<file path="src/rtl/txpad_pkg.sv">
package txpad_pkg;

  localparam logic [31:0] CRC_POLY_REFL = 32'hEDB88320;
  localparam int          FCS_BYTES     = 4;

  typedef enum logic [1:0] {
    ST_PASS = 2'd0,
    ST_PAD  = 2'd1,
    ST_FCS  = 2'd2
  } tx_state_e;

  // one byte through the reflected CRC-32 register, LSB of the byte first
  function automatic logic [31:0] crc32_byte(input logic [31:0] c, input logic [7:0] d);
    logic [31:0] r;
    r = c;
    for (int b = 0; b < 8; b++) begin
      if (r[0] ^ d[b]) r = (r >> 1) ^ CRC_POLY_REFL;
      else             r = r >> 1;
    end
    return r;
  endfunction

endpackage

</file>
<file path="src/rtl/txpad_crc.sv">
module txpad_crc (
  input  logic        clk,
  input  logic        rst_n,
  input  logic        init,
  input  logic        en,
  input  logic [7:0]  din,
  output logic [31:0] crc
);
  import txpad_pkg::*;

  logic [31:0] crc_q, crc_base, crc_d;

  always_comb begin
    crc_base = init ? 32'hFFFF_FFFF : crc_q;
    crc_d    = crc32_byte(crc_base, din);
  end

  always_ff @(posedge clk or negedge rst_n) begin
    if (!rst_n)  crc_q <= 32'hFFFF_FFFF;
    else if (en) crc_q <= crc_d;
  end

  assign crc = crc_q;

endmodule

</file>
<file path="src/rtl/txpad_cnt.sv">
module txpad_cnt #(
  parameter int LIMIT = 60,
  localparam int CW   = $clog2(LIMIT + 1)
) (
  input  logic          clk,
  input  logic          rst_n,
  input  logic          clr,
  input  logic          en,
  output logic [CW-1:0] cnt,
  output logic [CW-1:0] cnt_nx
);
  localparam logic [CW-1:0] LIM = CW'(LIMIT);

  logic [CW-1:0] cnt_q, base;

  always_comb begin
    base   = clr ? '0 : cnt_q;
    cnt_nx = (en && base != LIM) ? base + 1'b1 : base;
  end

  always_ff @(posedge clk or negedge rst_n) begin
    if (!rst_n)         cnt_q <= '0;
    else if (en || clr) cnt_q <= cnt_nx;
  end

  assign cnt = cnt_q;

  // saturating length count never passes the pad target
  assert_cnt_bound_R1: assert property (@(posedge clk) disable iff (!rst_n)
    cnt_q <= LIM);

endmodule

</file>
<file path="src/rtl/txpad_fcs.sv">
module txpad_fcs #(
  parameter int MIN_FRAME = 64
) (
  input  logic       clk,
  input  logic       rst_n,
  input  logic       in_valid,
  output logic       in_ready,
  input  logic [7:0] in_data,
  input  logic       in_sof,
  input  logic       in_eof,
  input  logic       cfg_pad_en,
  input  logic       cfg_fcs_off,
  input  logic       frm_fcs_req,
  output logic       out_valid,
  input  logic       out_ready,
  output logic [7:0] out_data,
  output logic       out_eof
);
  import txpad_pkg::*;

  localparam int PAYLOAD_MIN = MIN_FRAME - FCS_BYTES;
  localparam int CNT_W       = $clog2(PAYLOAD_MIN + 1);
  localparam int IDX_W       = $clog2(FCS_BYTES);
  localparam logic [CNT_W-1:0] PAY_LIM  = CNT_W'(PAYLOAD_MIN);
  localparam logic [IDX_W-1:0] IDX_LAST = IDX_W'(FCS_BYTES - 1);

  tx_state_e        state_q, state_d;
  logic             out_valid_q, out_valid_d;
  logic [7:0]       out_data_q, out_data_d;
  logic             out_eof_q, out_eof_d;
  logic [IDX_W-1:0] idx_q, idx_d;
  logic             pad_q, fcs_q;
  logic             ld, take, pad_e, fcs_e;
  logic             crc_en, crc_init, cnt_en, cnt_clr;
  logic [7:0]       crc_din;
  logic [31:0]      crc, crc_fin;
  logic [CNT_W-1:0] cnt, cnt_nx;

  // output register free or being drained this cycle
  assign ld       = !out_valid_q || out_ready;
  assign in_ready = (state_q == ST_PASS) && ld;
  assign take     = in_valid && in_ready;
  assign pad_e    = in_sof ? cfg_pad_en : pad_q;
  assign fcs_e    = in_sof ? (cfg_pad_en | ~cfg_fcs_off | frm_fcs_req) : fcs_q;
  assign crc_fin  = ~crc;

  txpad_crc u_crc (
    .clk  (clk),
    .rst_n(rst_n),
    .init (crc_init),
    .en   (crc_en),
    .din  (crc_din),
    .crc  (crc)
  );

  txpad_cnt #(.LIMIT(PAYLOAD_MIN)) u_cnt (
    .clk   (clk),
    .rst_n (rst_n),
    .clr   (cnt_clr),
    .en    (cnt_en),
    .cnt   (cnt),
    .cnt_nx(cnt_nx)
  );

  always_comb begin
    state_d     = state_q;
    out_valid_d = out_valid_q && !out_ready;
    out_data_d  = out_data_q;
    out_eof_d   = out_eof_q;
    idx_d       = idx_q;
    crc_en      = 1'b0;
    crc_init    = 1'b0;
    crc_din     = in_data;
    cnt_en      = 1'b0;
    cnt_clr     = 1'b0;
    unique case (state_q)
      ST_PASS: begin
        if (take) begin
          out_valid_d = 1'b1;
          out_data_d  = in_data;
          out_eof_d   = 1'b0;
          crc_en      = 1'b1;
          crc_init    = in_sof;
          cnt_en      = 1'b1;
          cnt_clr     = in_sof;
          if (in_eof) begin
            if (pad_e && cnt_nx < PAY_LIM) begin
              state_d = ST_PAD;
            end else if (fcs_e) begin
              state_d = ST_FCS;
              idx_d   = '0;
            end else begin
              out_eof_d = 1'b1;
            end
          end
        end
      end
      ST_PAD: begin
        if (ld) begin
          out_valid_d = 1'b1;
          out_data_d  = 8'h00;
          out_eof_d   = 1'b0;
          crc_en      = 1'b1;
          crc_din     = 8'h00;
          cnt_en      = 1'b1;
          if (cnt_nx == PAY_LIM) begin
            state_d = ST_FCS;
            idx_d   = '0;
          end
        end
      end
      ST_FCS: begin
        if (ld) begin
          out_valid_d = 1'b1;
          out_data_d  = crc_fin[{idx_q, 3'b000} +: 8];
          out_eof_d   = (idx_q == IDX_LAST);
          idx_d       = idx_q + 1'b1;
          if (idx_q == IDX_LAST) state_d = ST_PASS;
        end
      end
      default: state_d = ST_PASS;
    endcase
  end

  always_ff @(posedge clk or negedge rst_n) begin
    if (!rst_n) begin
      state_q     <= ST_PASS;
      out_valid_q <= 1'b0;
      out_data_q  <= 8'h00;
      out_eof_q   <= 1'b0;
      idx_q       <= '0;
      pad_q       <= 1'b0;
      fcs_q       <= 1'b0;
    end else begin
      state_q     <= state_d;
      out_valid_q <= out_valid_d;
      idx_q       <= idx_d;
      if (ld) begin
        out_data_q <= out_data_d;
        out_eof_q  <= out_eof_d;
      end
      if (take && in_sof) begin
        pad_q <= pad_e;
        fcs_q <= fcs_e;
      end
    end
  end

  assign out_valid = out_valid_q;
  assign out_data  = out_data_q;
  assign out_eof   = out_eof_q;

  // stalled output holds its byte
  assert_hold_R8: assert property (@(posedge clk) disable iff (!rst_n)
    (out_valid_q && !out_ready) |=> (out_valid_q && $stable(out_data_q) && $stable(out_eof_q)));

  // pad bytes leave as zero
  assert_pad_zero_R2: assert property (@(posedge clk) disable iff (!rst_n)
    (state_q == ST_PAD && ld) |=> (out_valid_q && out_data_q == 8'h00));

  // a padded frame reaches the minimum length before its CRC starts
  assert_pad_len_R1: assert property (@(posedge clk) disable iff (!rst_n)
    (state_q == ST_FCS) |-> (!pad_q || cnt == PAY_LIM));

  // last CRC byte closes the frame
  assert_eof_last_R3: assert property (@(posedge clk) disable iff (!rst_n)
    (state_q == ST_FCS && ld && idx_q == IDX_LAST) |=> (out_eof_q && state_q == ST_PASS));

  // source is held off while pad or CRC bytes are produced
  assert_stall_src_R7: assert property (@(posedge clk) disable iff (!rst_n)
    (state_q != ST_PASS) |=> ($past(in_ready) == 1'b0));

endmodule

</file>
<file path="config.mk">
export PLATFORM = sky130hd
export DESIGN_NAME = txpad_fcs
export DESIGN_NICKNAME = d
export VERILOG_FILES = /design/src/rtl/txpad_pkg.sv /design/src/rtl/txpad_crc.sv /design/src/rtl/txpad_cnt.sv /design/src/rtl/txpad_fcs.sv
export SDC_FILE = /design/constraint.sdc
export NUM_CORES = 1
export LEC_CHECK = 0
export ABC_CLOCK_PERIOD_IN_PS = 8620
export BUFFER_PORTS_ARGS = -buffer_cell sky130_fd_sc_hd__buf_4
export CAP_MARGIN = 15
export CELL_PAD_IN_SITES_DETAIL_PLACEMENT = 1
export CELL_PAD_IN_SITES_GLOBAL_PLACEMENT = 1
export CORE_ASPECT_RATIO = 1.1
export CORE_MARGIN = 4
export CORE_UTILIZATION = 25
export DETAILED_ROUTE_END_ITERATION = 16
export PLACE_DENSITY = 0.46
export SYNTH_ARGS = -nofsm -noshare
export SYNTH_HDL_FRONTEND = slang
export SYNTH_HIERARCHICAL = 1
export SYNTH_SLANG_ARGS = --single-unit
</file>
<file path="constraint.sdc">
create_clock -name clk -period 8.62 [get_ports clk]
set_clock_uncertainty 0.15 [all_clocks]
set_input_delay 0.431 -clock clk [delete_from_list [all_inputs] [get_ports clk]]
set_output_delay 0.431 -clock clk [all_outputs]
set_load 0.05 [all_outputs]
</file>
==> results.md <==
## Placement
- 27 — number of input and output port buffers inserted
- 584 — total placed cells including tap cells
- 7.714 mm — DP HPWL
- 0.7519 — final weighted congestion in routability-driven placement

## Floorplanning
- 25.61% — initial core utilization
- 15170 sq um — standard cell core area
- 47 — number of cell rows
- 28 — I/O Pins
- 138.8 um — vertical extent of the die
- 17610 sq um — area of the die
- 126.9 um — Horiz. Die Dim

## Run
- 0 — max-cap viol count

## STA
- 47.05% — fraction of the cycle the final worst path needs
- 0.8592 ns — Worst-Margin Slew
- 0 — final count of pins violating max slew
- 0 ns — total negative setup slack
- false — setup repair after global routing missed its margin
- 0 — final-report setup violation count
- 4.056 ns — final period demand of the worst path
- 0 — number of hold violations in the final report
- 42.54% — worst slew margin relative to its limit
- 246.6 MHz — achievable frequency

## Clocking
- 0 — number of hold buffers added after CTS
- 0 — setup fix buffers added after clock tree synthesis
- 54 — number of sinks handled by clock tree synthesis
- 0.07 ns — Clk pin slew, worst setup/hold paths
- 0.31 ns — insertion delay of the later-clocked pin in the worst-skew pair
- 2 — number of H-tree levels
- yes — TritonCTS clock tree
- clkbuf_16 — clock root cell
- 5 — total CTS buffers
- 0 — PostCTS Resize Cnt
- 2 — CTS Buffer Depth

## Synth
- 13.88% — Synth Area in Compound Gates
- nor2_1 — most numerous cell in the Yosys netlist
- 10.21% — Simple-Gate Fraction of Synth Area
- 402 — Net Count, Synth
- 10.28 sq um — post-synthesis area per instance
- 11.30% — multiplexer share of the synthesized area
- 3886 sq um — netlist area before placement
- 54 — FF+latch count, synth
- nor2_1 (60), xnor2_1 (59), dfstp_2 (32) — leading cell types by count after synthesis
- dfstp_2 — cell type contributing the most total cell area after synthesis
- 22.50% — XOR/XNOR share of the synthesized area
- 21.64% — share of Yosys cell area claimed by the top area cell type
- 60 — number of distinct library cell variants in the gate-level netlist after synthesis
- dfstp_2 — prevailing post-synth register cell
- 378 — Cells after Synth
- 100.0% — async set-reset flop share out of synthesis
- XOR/XNOR gates — main combinational cell family by area after synthesis
- 0 — number of flops mapped to enable cells by yosys
- 35.80% — sequential share of the synthesized area
- 2.254% — synthesized-area fraction occupied by adder cells
- 6 — Synthesis Warnings
- dfstp_2 (22%), dfrtp_1 (14%), xnor2_1 (13%) — cell types with the largest area share after synthesis

## Routing
- 18.54 um — routed wire length per instance
- 0 — number of nets with antenna violations after routing
- 0 — detailed-route DRC error count
- 10.98 mm — final routed wirelength across all metal layers
- 4.652 — detailed-route vias per instance
- 4 — first-pass iteration count of the detailed router
- 103 — violation count after the first detailed-routing iteration
- 2754 — Vias

## Global route
- 12.76% — overall track demand over capacity in global routing
- 17.60 mm — wire length of the first global-routing pass
- 3025 — vias in the first global route
- 0 — initial antenna violation count
- 0 — GR Overflow Total
- 55 — pin count of the biggest net entering global routing

## Setup path
- idx_q[0] — end point of the critical path
- state_q[0] — Reg2Reg Launch Point
- state_q[0] — launching element of the worst setup path
- flop to flop — crit path kind
- flop — crit end category
- idx_q[0] — Crit Reg-Reg Endpoint
- flop — Worst setup SP type
- 4.10 ns — data arrival time of the worst path
- 12 — number of cells on the worst reg-to-reg path
- 8.66 ns — required time at the worst-slack endpoint
- 4.56 ns — R2R Setup Slk
- 52 — largest fanout on the critical path

## Final layout
- 419 — number of nets in the layout
- 0 — antenna diode count
- 1706 — number of inserted filler cells in the final layout
- 29.17% — Post-Route Utilization
- 592 — post-route insts no fill
- 13.88% — Layout area overhead
- 29.29% — share of final-layout standard cells stronger than drive strength 1

## Status
- finished, final reports clean — status

## Min path
- primary input to async pin — worst hold path class

per-layer routing:
| layer | up-vias | share of wire [%] | track usage [%] |
|---|---|---|---|
| li1 | 1334 | - | - |
| met1 | 1379 | 45 | 16.10 |
| met2 | 30 | 51 | 21.91 |
| met3 | 11 | 3.2 | 2.928 |
| met4 | 0 | 1.3 | 3.331 |
| met5 | - | 0 | 0 |
per-stage QoR:
| step | setup WS (ns) | hold WS [ns] | cell area, sq um |
|---|---|---|---|
| 6_report | 4.564 | 0.04721 | 4425 |
| 5_1_grt | 4.283 | 0.1018 | 4425 |
| 4_1_cts | 4.502 | 0.08180 | 4425 |
| 2_1_floorplan | 4.970 | -0.01459 | 3886 |
| 3_3_place_gp | 4.669 | 0.3218 | 4278 |
| 3_5_place_dp | 4.530 | 0.3275 | 4278 |
state kept, by name, summed over array words and instances (netlist names), 2 cells and up:
signal     cells
idx_q          2
u_crc/crc     32
out_data       8
state_q        2
u_cnt/cnt      6
kinds of logic (layout without fill, tap and decap cells):
group / count (synthesis) / after routing
muxes: 31 / 31
and+or+nand+nor: 88 / 88
DFF: 54 / 54
adders and majority gates: 7 / 7
buffers and inverters: 38 / 56
xor gates and xnor gates: 86 / 86
AOI/OAI and AO/OA: 74 / 74
cell type report:
type                    instances  area (sq um)  area share, %
clock buffers                   7         142.6          3.223
clock inverters                 1         5.005         0.1131
inverters                      19         71.32          1.612
multi-input cells             286          2352          53.15
flip-flops and latches         54          1391          31.44
well taps                     196         245.2          5.541
repair buffers                 29         217.7          4.919
worst max-delay path: stages, from the launching register on:
cell and delay, ns:
dfrtp_1 0.42, inv_1 0.12, ha_1 0.42, a21oi_1 0.18, nor2_4 0.10, buf_4 0.49
and4_1 0.40, a21oi_2 0.09, a311oi_1 0.22, and4_1 0.33, o211ai_1 0.17, a2111oi_4 0.46
mux2_4 0.33
layout by cell type (no fill, tap or decap), types with 2 or more instances in the layout:
cell / count
nor2_1: 58
nor3b_1: 2
ha_1: 7
xor2_1: 17
or2_2: 2
nand3b_1: 2
a21oi_1: 28
clkbuf_16: 5
o21a_1: 9
xnor3_2: 2
o21ai_0: 4
mux4_2: 8
and4_1: 2
xnor3_1: 2
xnor2_1: 59
mux2_2: 19
mux2i_1: 3
xnor2_2: 2
a311oi_1: 2
nand2_1: 7
o221ai_1: 8
inv_1: 18
a31oi_1: 3
dfstp_2: 32
nand3_1: 3
buf_4: 29
dfrtp_1: 22
xor2_2: 2
nor2_4: 2
a211oi_1: 5
nor2b_1: 2
worst min-delay path by stage:
stage / endpoint / slack (ns) / cells after the start
2_1_floorplan: fcs_q / -0.01 / 0
3_3_place_gp: u_crc/crc[31] / 0.32 / 2
3_5_place_dp: u_crc/crc[31] / 0.33 / 2
4_1_cts: out_data[4] / 0.08 / 1
5_1_grt: idx_q[0] / 0.10 / 1
6_report: idx_q[0] / 0.05 / 1
Power is not shown: default switching activity piles up to over one toggle a cycle in this logic, so the estimate is an artifact.
